### config.mk
export PLATFORM = sky130hd
export DESIGN_NAME = video_timing_gen
export DESIGN_NICKNAME = d
export VERILOG_FILES = /design/src/rtl/vtg_pkg.sv /design/src/rtl/vtg_counters.sv /design/src/rtl/vtg_regs.sv /design/src/rtl/vtg_sync_unit.sv /design/src/rtl/vtg_window.sv /design/src/rtl/video_timing_gen.sv
export SDC_FILE = /design/constraint.sdc
export NUM_CORES = 2
export LEC_CHECK = 0
export BUFFER_PORTS_ARGS = -buffer_cell sky130_fd_sc_hd__buf_2
export CORE_ASPECT_RATIO = 1.4
export CORE_UTILIZATION = 34
export DETAILED_ROUTE_END_ITERATION = 7
export SYNTH_ARGS = -nofsm -noshare
export SYNTH_HDL_FRONTEND = slang
export SYNTH_SLANG_ARGS = --single-unit
export TNS_END_PERCENT = 100
### constraint.sdc
create_clock -name clk -period 9.4 [get_ports clk]
set_clock_uncertainty 0.1 [all_clocks]
set_input_delay 0 -clock clk [delete_from_list [all_inputs] [get_ports clk]]
set_output_delay 0 -clock clk [all_outputs]
set_load 0.01 [all_outputs]
### src/rtl/vtg_pkg.sv
package vtg_pkg;
  localparam int OFF_MODE     = 'h00;
  localparam int OFF_LINE_LEN = 'h04;
  localparam int OFF_HALF     = 'h08;
  localparam int OFF_RESTART  = 'h0C;
  localparam int OFF_WIN_TF   = 'h10;
  localparam int OFF_WIN_TL   = 'h14;
  localparam int OFF_WIN_BF   = 'h18;
  localparam int OFF_WIN_BL   = 'h1C;
  localparam int OFF_STAT     = 'h20;
  localparam int OFF_STAT_CLR = 'h24;
  localparam int OFF_MASK_SET = 'h28;
  localparam int OFF_MASK_CLR = 'h2C;
  localparam int SYNC_BASE    = 'h40;
  localparam int SYNC_STRIDE  = 'h20;

  typedef struct packed {
    logic [31:0] horiz;
    logic [31:0] line_top;
    logic [31:0] line_bot;
    logic [31:0] offs_top;
    logic [31:0] offs_bot;
  } sync_cfg_t;

  typedef struct packed {
    logic [31:0] top_first;
    logic [31:0] top_last;
    logic [31:0] bot_first;
    logic [31:0] bot_last;
  } win_cfg_t;

  // half-open range test that wraps when last < first
  function automatic logic span_hit(input logic [31:0] pos,
                                    input logic [31:0] first,
                                    input logic [31:0] last);
    if (first <= last) return (pos >= first) && (pos < last);
    else               return (pos >= first) || (pos < last);
  endfunction
endpackage

### src/rtl/vtg_counters.sv
module vtg_counters #(
  parameter int CW = 16
) (
  input  logic          clk,
  input  logic          rst_n,
  input  logic          run,
  input  logic          restart,
  input  logic [CW-1:0] line_len,
  input  logic [CW-1:0] half_lines,
  output logic [CW-1:0] px_o,
  output logic [CW-1:0] line_o,
  output logic          bottom_o,
  output logic          wrap_o
);
  localparam logic [CW:0] ONE = (CW+1)'(1);
  localparam logic [CW:0] TWO = (CW+1)'(2);

  logic [CW-1:0] px_q, hl_q;
  logic          bot_q;
  logic [CW:0]   px_next, hl_next;
  logic          px_end, hl_end;

  assign px_next = {1'b0, px_q} + ONE;
  assign hl_next = {1'b0, hl_q} + TWO;
  assign px_end  = px_next >= {1'b0, line_len};
  assign hl_end  = hl_next >= {1'b0, half_lines};
  assign wrap_o  = run && !restart && px_end && hl_end;

  always_ff @(posedge clk) begin
    if (!rst_n) begin
      px_q  <= '0;
      hl_q  <= '0;
      bot_q <= 1'b0;
    end else if (restart) begin
      px_q  <= '0;
      hl_q  <= '0;
      bot_q <= 1'b0;
    end else if (run) begin
      if (px_end) begin
        px_q <= '0;
        if (hl_end) begin
          hl_q  <= '0;
          bot_q <= !bot_q;
        end else begin
          hl_q <= hl_next[CW-1:0];
        end
      end else begin
        px_q <= px_next[CW-1:0];
      end
    end
  end

  assign px_o     = px_q;
  assign line_o   = (hl_q >> 1) + CW'(1);
  assign bottom_o = bot_q;

  assert_line_step_R1: assert property (@(posedge clk) disable iff (!rst_n)
    (run && !restart && px_end && !hl_end) |=> (line_o == $past(line_o) + CW'(1)));
  assert_field_flip_R2: assert property (@(posedge clk) disable iff (!rst_n)
    wrap_o |=> (bottom_o != $past(bottom_o)));
  assert_restart_home_R8: assert property (@(posedge clk) disable iff (!rst_n)
    restart |=> (px_o == '0 && line_o == CW'(1) && !bottom_o));
  assert_freeze_R9: assert property (@(posedge clk) disable iff (!rst_n)
    (!run && !restart) |=> ($stable(px_o) && $stable(line_o) && $stable(bottom_o)));
endmodule

### src/rtl/vtg_regs.sv
module vtg_regs
  import vtg_pkg::*;
#(
  parameter int AW = 10,
  parameter int NS = 4,
  parameter int CW = 16
) (
  input  logic          clk,
  input  logic          rst_n,
  input  logic          bus_en,
  input  logic          bus_we,
  input  logic [AW-1:0] bus_addr,
  input  logic [31:0]   bus_wdata,
  output logic [31:0]   bus_rdata,
  input  logic          set_top,
  input  logic          set_bot,
  output logic          run_o,
  output logic          restart_o,
  output logic [CW-1:0] line_len_o,
  output logic [CW-1:0] half_lines_o,
  output win_cfg_t      win_o,
  output sync_cfg_t     sync_o [NS],
  output logic          irq_o
);
  localparam int SW = 2;

  logic            wr, rd;
  logic [7:0]      mode_q;
  logic [31:0]     len_q, half_q;
  win_cfg_t        win_q;
  sync_cfg_t       sync_q [NS];
  logic [SW-1:0]   stat_q, mask_q, stat_clr, stat_set;
  logic            wr_mclr;
  logic [31:0]     rd_mux;

  assign wr       = bus_en && bus_we;
  assign rd       = bus_en && !bus_we;
  assign wr_mclr  = wr && (bus_addr == AW'(OFF_MASK_CLR));
  assign stat_clr = (wr && bus_addr == AW'(OFF_STAT_CLR)) ? bus_wdata[SW-1:0] : '0;
  assign stat_set = {set_top, set_bot};

  always_ff @(posedge clk) begin
    if (!rst_n) begin
      mode_q <= '0;
      len_q  <= '0;
      half_q <= '0;
      win_q  <= '0;
    end else if (wr) begin
      case (bus_addr)
        AW'(OFF_MODE):     mode_q          <= bus_wdata[7:0];
        AW'(OFF_LINE_LEN): len_q           <= bus_wdata;
        AW'(OFF_HALF):     half_q          <= bus_wdata;
        AW'(OFF_WIN_TF):   win_q.top_first <= bus_wdata;
        AW'(OFF_WIN_TL):   win_q.top_last  <= bus_wdata;
        AW'(OFF_WIN_BF):   win_q.bot_first <= bus_wdata;
        AW'(OFF_WIN_BL):   win_q.bot_last  <= bus_wdata;
        default: ;
      endcase
    end
  end

  always_ff @(posedge clk) begin
    if (!rst_n) begin
      for (int k = 0; k < NS; k++) sync_q[k] <= '0;
    end else if (wr) begin
      for (int k = 0; k < NS; k++) begin
        if (bus_addr == AW'(SYNC_BASE + k*SYNC_STRIDE + 'h00)) sync_q[k].horiz    <= bus_wdata;
        if (bus_addr == AW'(SYNC_BASE + k*SYNC_STRIDE + 'h04)) sync_q[k].line_top <= bus_wdata;
        if (bus_addr == AW'(SYNC_BASE + k*SYNC_STRIDE + 'h08)) sync_q[k].line_bot <= bus_wdata;
        if (bus_addr == AW'(SYNC_BASE + k*SYNC_STRIDE + 'h0C)) sync_q[k].offs_top <= bus_wdata;
        if (bus_addr == AW'(SYNC_BASE + k*SYNC_STRIDE + 'h10)) sync_q[k].offs_bot <= bus_wdata;
      end
    end
  end

  always_ff @(posedge clk) begin
    if (!rst_n) begin
      stat_q <= '0;
      mask_q <= '0;
    end else begin
      stat_q <= (stat_q & ~stat_clr) | stat_set;
      if (wr && bus_addr == AW'(OFF_MASK_SET)) mask_q <= mask_q | bus_wdata[SW-1:0];
      else if (wr_mclr)                        mask_q <= mask_q & ~bus_wdata[SW-1:0];
    end
  end

  always_comb begin
    rd_mux = '0;
    case (bus_addr)
      AW'(OFF_MODE):     rd_mux = 32'(mode_q);
      AW'(OFF_LINE_LEN): rd_mux = len_q;
      AW'(OFF_HALF):     rd_mux = half_q;
      AW'(OFF_WIN_TF):   rd_mux = win_q.top_first;
      AW'(OFF_WIN_TL):   rd_mux = win_q.top_last;
      AW'(OFF_WIN_BF):   rd_mux = win_q.bot_first;
      AW'(OFF_WIN_BL):   rd_mux = win_q.bot_last;
      AW'(OFF_STAT):     rd_mux = 32'(stat_q);
      AW'(OFF_MASK_SET): rd_mux = 32'(mask_q);
      default: ;
    endcase
    for (int k = 0; k < NS; k++) begin
      if (bus_addr == AW'(SYNC_BASE + k*SYNC_STRIDE + 'h00)) rd_mux = sync_q[k].horiz;
      if (bus_addr == AW'(SYNC_BASE + k*SYNC_STRIDE + 'h04)) rd_mux = sync_q[k].line_top;
      if (bus_addr == AW'(SYNC_BASE + k*SYNC_STRIDE + 'h08)) rd_mux = sync_q[k].line_bot;
      if (bus_addr == AW'(SYNC_BASE + k*SYNC_STRIDE + 'h0C)) rd_mux = sync_q[k].offs_top;
      if (bus_addr == AW'(SYNC_BASE + k*SYNC_STRIDE + 'h10)) rd_mux = sync_q[k].offs_bot;
    end
  end

  always_ff @(posedge clk) begin
    if (!rst_n)  bus_rdata <= '0;
    else if (rd) bus_rdata <= rd_mux;
  end

  assign run_o        = (mode_q == 8'd0);
  assign restart_o    = wr && (bus_addr == AW'(OFF_RESTART)) && bus_wdata[0];
  assign line_len_o   = len_q[CW-1:0];
  assign half_lines_o = half_q[CW-1:0];
  assign win_o        = win_q;
  assign sync_o       = sync_q;
  assign irq_o        = |(stat_q & mask_q);

  assert_top_sets_R6: assert property (@(posedge clk) disable iff (!rst_n)
    set_top |=> stat_q[1]);
  assert_bot_sets_R6: assert property (@(posedge clk) disable iff (!rst_n)
    set_bot |=> stat_q[0]);
  assert_clear_bit0_R7: assert property (@(posedge clk) disable iff (!rst_n)
    (stat_clr[0] && !set_bot) |=> !stat_q[0]);
  assert_mask_clear_R7: assert property (@(posedge clk) disable iff (!rst_n)
    (wr_mclr && bus_wdata[1]) |=> !mask_q[1]);
endmodule

### src/rtl/vtg_sync_unit.sv
module vtg_sync_unit
  import vtg_pkg::*;
#(
  parameter int CW = 16
) (
  input  logic [CW-1:0] px,
  input  logic [CW-1:0] line,
  input  logic          bottom,
  input  sync_cfg_t     cfg,
  output logic          hs,
  output logic          vs
);
  logic [31:0] vline, voffs, pos;

  assign vline = bottom ? cfg.line_bot : cfg.line_top;
  assign voffs = bottom ? cfg.offs_bot : cfg.offs_top;
  assign pos   = {16'(line), 16'(px)};

  assign hs = span_hit(32'(px), {16'd0, cfg.horiz[15:0]}, {16'd0, cfg.horiz[31:16]});
  assign vs = span_hit(pos, {vline[15:0], voffs[15:0]}, {vline[31:16], voffs[31:16]});
endmodule

### src/rtl/vtg_window.sv
module vtg_window
  import vtg_pkg::*;
#(
  parameter int CW = 16
) (
  input  logic [CW-1:0] px,
  input  logic [CW-1:0] line,
  input  logic          bottom,
  input  win_cfg_t      cfg,
  output logic          active
);
  logic [31:0] first, last;
  logic [15:0] ln, pc;

  assign first  = bottom ? cfg.bot_first : cfg.top_first;
  assign last   = bottom ? cfg.bot_last  : cfg.top_last;
  assign ln     = 16'(line);
  assign pc     = 16'(px);
  assign active = (ln >= first[31:16]) && (ln <= last[31:16]) &&
                  (pc >= first[15:0])  && (pc <= last[15:0]);
endmodule

### src/rtl/video_timing_gen.sv
module video_timing_gen
  import vtg_pkg::*;
#(
  parameter int AW = 10,
  parameter int NS = 4,
  parameter int CW = 16
) (
  input  logic          clk,
  input  logic          rst_n,
  input  logic          bus_en,
  input  logic          bus_we,
  input  logic [AW-1:0] bus_addr,
  input  logic [31:0]   bus_wdata,
  output logic [31:0]   bus_rdata,
  output logic          active_o,
  output logic [NS-1:0] hsync_o,
  output logic [NS-1:0] vsync_o,
  output logic          irq_o
);
  logic          run, restart, wrap, bottom;
  logic [CW-1:0] line_len, half_lines, px, line;
  win_cfg_t      win;
  sync_cfg_t     sync_cfg [NS];

  vtg_regs #(.AW(AW), .NS(NS), .CW(CW)) u_regs (
    .clk, .rst_n, .bus_en, .bus_we, .bus_addr, .bus_wdata, .bus_rdata,
    .set_top(wrap && bottom), .set_bot(wrap && !bottom),
    .run_o(run), .restart_o(restart), .line_len_o(line_len),
    .half_lines_o(half_lines), .win_o(win), .sync_o(sync_cfg), .irq_o(irq_o)
  );

  vtg_counters #(.CW(CW)) u_cnt (
    .clk, .rst_n, .run, .restart, .line_len, .half_lines,
    .px_o(px), .line_o(line), .bottom_o(bottom), .wrap_o(wrap)
  );

  vtg_window #(.CW(CW)) u_win (
    .px, .line, .bottom, .cfg(win), .active(active_o)
  );

  for (genvar k = 0; k < NS; k++) begin : g_sync
    vtg_sync_unit #(.CW(CW)) u_sync (
      .px, .line, .bottom, .cfg(sync_cfg[k]), .hs(hsync_o[k]), .vs(vsync_o[k])
    );
  end
endmodule

==> impl_metrics.toml <==
[status]
status = "complete, but fails checks"
violations = "design-rule violations, max-capacitance violations, max-slew violations"

[synth]
yosys_most_used_dff = "dfxtp_1"
synth_seq_cells = 908
synth_edf_count = 0
synth_fp_nets = 8258
avgSynthCellArea_sq_um = 7.657
ys_warn_count = 0
syn_inst = 7547
ys_seq_area_share_pct = 31.46
synthDistinctLibCells = 96
syn_area_sq_um = 57790
synthArstFlopShare_pct = 0

[power]
p_leak_nw = 24.81
seqPwrFrac_pct = 40.2
pwr-share-comb_pct = 16.5
intPower_mw = 6.732
p_per_area_nw_per_um2 = 151.0
clkPwrFrac_pct = 43.2
swShare_pct = 30.92
p_total_mw = 9.745
irDropWorstVdd_v = 0.0001678
power.switching_mw = 3.013

[routing]
drcViolationCount = 6
wire_per_inst_um = 34.79
routed_wl_mm = 340.1
antenna_left = 0
vias = 62210
drtIter0Drc = 8917
via_per_inst = 6.364
drtPass1Iterations = 8

[sta]
max_freq_ghz = 0.1615
min_period_ps = 6194
fin_crit_sh_pct = 65.89
setup_viol = 0
relSlewSlack_pct = -18.04
tightest_slew_ps = 1771
setup_ws_ps = 3206
drv_slew = 12
rsz0062_at_grt = "no"
setup_tns_ps = 0
final-hold-violation-count = 0

[global_route]
grt_max_degree = 218
grt_overflow = 0
grt_pass1_wl_mm = 465.0
grt_pass1_vias = 58070
antenna_found_initial = 37
track_usage_pct = 38.77

[cts]
clk_pin_slew_worst_paths_ps = 70
cts_tree = "built"
hold_buffers = 38
cts_resized = 0
clkLatencyLatePin_ps = 790
numCtsBuffers = 95
h-tree-depth = 3
clk_path_buf_depth = 3
cts_root_buffer = "clkbuf_16"
post-cts-setup-buffers = 0
cts_sinks = 908

[placed_design]
port_buffers = 87
place_hpwl_mm = 228.0
dp_cells = 9533
pre_cts_slack_ps = 4034
gp_congestion = 1.082

[min_path]
hp-class = "in2reg"

[die]
die_h_um = 489.8
coreArea_sq_um = 168400
pin_count = 88
initial_utilization_pct = 34.32
die_w_um = 350.4
rows = 178
dieArea_sq_um = 171600

[finish]
fillers = 17400
nets = 8136
fin_cells = 9775
utilization_pct = 38.32
drive_above_1_share_pct = 7.877
area_growth_syn_to_layout_pct = 11.64

[setup_path]
start_kind = "flip-flop"
cp.required_ps = 9300
cp.arrival_ps = 6090
path_max_fanout = 12
end_kind = "output pin"
path_class = "reg2out"

[flow_run]
max_cap_violations = 4
metal layers:
metal / share of wire [%] / routed length [um] / track usage [%] / up-vias
met1: 34 / 114500 / 41.64 / 29490
met4: 12 / 40900 / 38.88 / 28
met5: 0.11 / 363 / 0.6236 / -
li1: - / - / - / 26420
met3: 12 / 41600 / 14.39 / 1624
met2: 42 / 142700 / 57.51 / 4644
critical path, cell delays in order, from the launching register on:
cell      delay (ps)
dfxtp_1         1270
inv_1            600
buf_4            430
ha_1             330
nand2b_1         140
a21o_1           180
a211oi_1         240
o21ai_0          130
a211oi_1         400
o31ai_1          310
a221o_1          570
maj3_1           520
buf_2            190
cell families (layout without fill, tap and decap cells):
family | Yosys count | count (layout) | share of synthesized area (%)
fa+ha+maj | 673 | 673 | 14.54
flops | 908 | 908 | 31.46
xor+xnor | 27 | 27 | 0.4092
other cells | 0 | 22 | 0
compound gates | 2100 | 2100 | 21.89
simple gates | 2623 | 2623 | 19.31
mux | 371 | 371 | 6.521
buf+inv | 845 | 801 | 5.874
cell type report:
cell class	instances	area [sq um]	share of cell area [%]
multi-input cells	5794	36580	56.70
flip-flops and latches	908	18200	28.21
well taps	2250	2815	4.364
clock buffers	136	2793	4.329
repair buffers	323	2406	3.729
inverters	303	1145	1.775
clock inverters	39	519.2	0.8049
diodes	22	55.05	0.08533
power groups by stage:
stage	sequential, mW	combinational [mW]	clock, mW
after detailed placement	4.01	1.53	0
after global placement	4.01	1.51	0
after CTS	3.92	1.54	4.18
after floorplan	3.96	1.04	0
after global routing	3.92	1.63	4.33
final	3.92	1.61	4.21
synthesized netlist by cell type (17+ instances only):
master | number | share of area, %
o211ai_1 | 33 | 0.43
nor2_1 | 233 | 1.5
a222oi_1 | 24 | 0.42
o21a_1 | 34 | 0.44
nor4_1 | 24 | 0.26
nand3_1 | 100 | 0.87
and3_1 | 36 | 0.39
nor2b_1 | 39 | 0.42
buf_2 | 103 | 0.89
o21ai_0 | 256 | 2.2
nand2b_1 | 35 | 0.38
o22ai_1 | 72 | 0.78
dfxtp_1 | 908 | 31
a31oi_1 | 35 | 0.38
ha_1 | 665 | 14
nor3_1 | 68 | 0.59
mux2i_1 | 354 | 6.1
a21oi_1 | 1115 | 9.7
a211oi_1 | 48 | 0.62
a21o_1 | 94 | 1.2
buf_1 | 37 | 0.24
o221ai_1 | 25 | 0.38
inv_1 | 300 | 1.9
clkbuf_1 | 383 | 2.5
a22oi_1 | 94 | 1.2
nand2_1 | 1901 | 12
a22o_1 | 17 | 0.26
nand4_1 | 94 | 1.0
a221oi_1 | 62 | 0.94
a2111oi_0 | 22 | 0.33
final timing paths:
check                           depth (start not counted)          startpoint  slack [ps]                 end
worst max-delay path                                   12       u_cnt.px_o[0]        3210          vsync_o[2]
worst min-delay path                                    6         bus_addr[5]          80    u_regs.stat_q[0]
worst max register to register                         14       u_cnt.px_o[0]        3850      u_cnt.hl_q[12]
worst min register to register                          2  u_regs.sync_o[312]         360  u_regs.sync_o[312]
layout by cell type, fill, tap and decap left out, types with 16 or more instances in the layout:
master and count:
nand2_1 1893, a21oi_1 1112, dfxtp_1 893, ha_1 664, mux2i_1 354, inv_1 300, o21ai_0 254, nor2_1 204
buf_4 189, nand3_1 100, clkbuf_16 96, a21o_1 94, nand4_1 94, a22oi_1 94, buf_2 85, o22ai_1 71
nor3_1 63, a221oi_1 60, a211oi_1 47, nor2b_1 38, dlygate4sd3_1 38, and3_1 36, nand2b_1 35, a31oi_1 34
o21a_1 34, o211ai_1 33, o221ai_1 25, nor2_2 25, clkbuf_8 25, a222oi_1 24, nor4_1 23, diode_2 22
a2111oi_0 22, a22o_1 17, and4_1 16, a32oi_1 16, clkbuf_1 16
registers in the layout, indices dropped and copies added, names as in the netlist:
name	flops
u_cnt.bottom_o	1
u_regs.bus_rdata	32
u_regs.len_q	32
u_regs.sync_o	640
u_regs.half_q	32
u_regs.stat_q	2
u_regs.mask_q	2
u_regs.mode_q	8
u_cnt.px_o	16
u_cnt.hl_q	15
u_regs.win_o	128
stage by stage:
stage | hold WS (ps) | area (sq um)
floorplan | 143.6 | 57790
global placement | 317.1 | 60620
detailed placement | 321.1 | 60620
CTS | 48.08 | 64310
global route | 81.18 | 64460
finish | 82.11 | 64510
No activity file was read; power rests on OpenSTA's default activity.
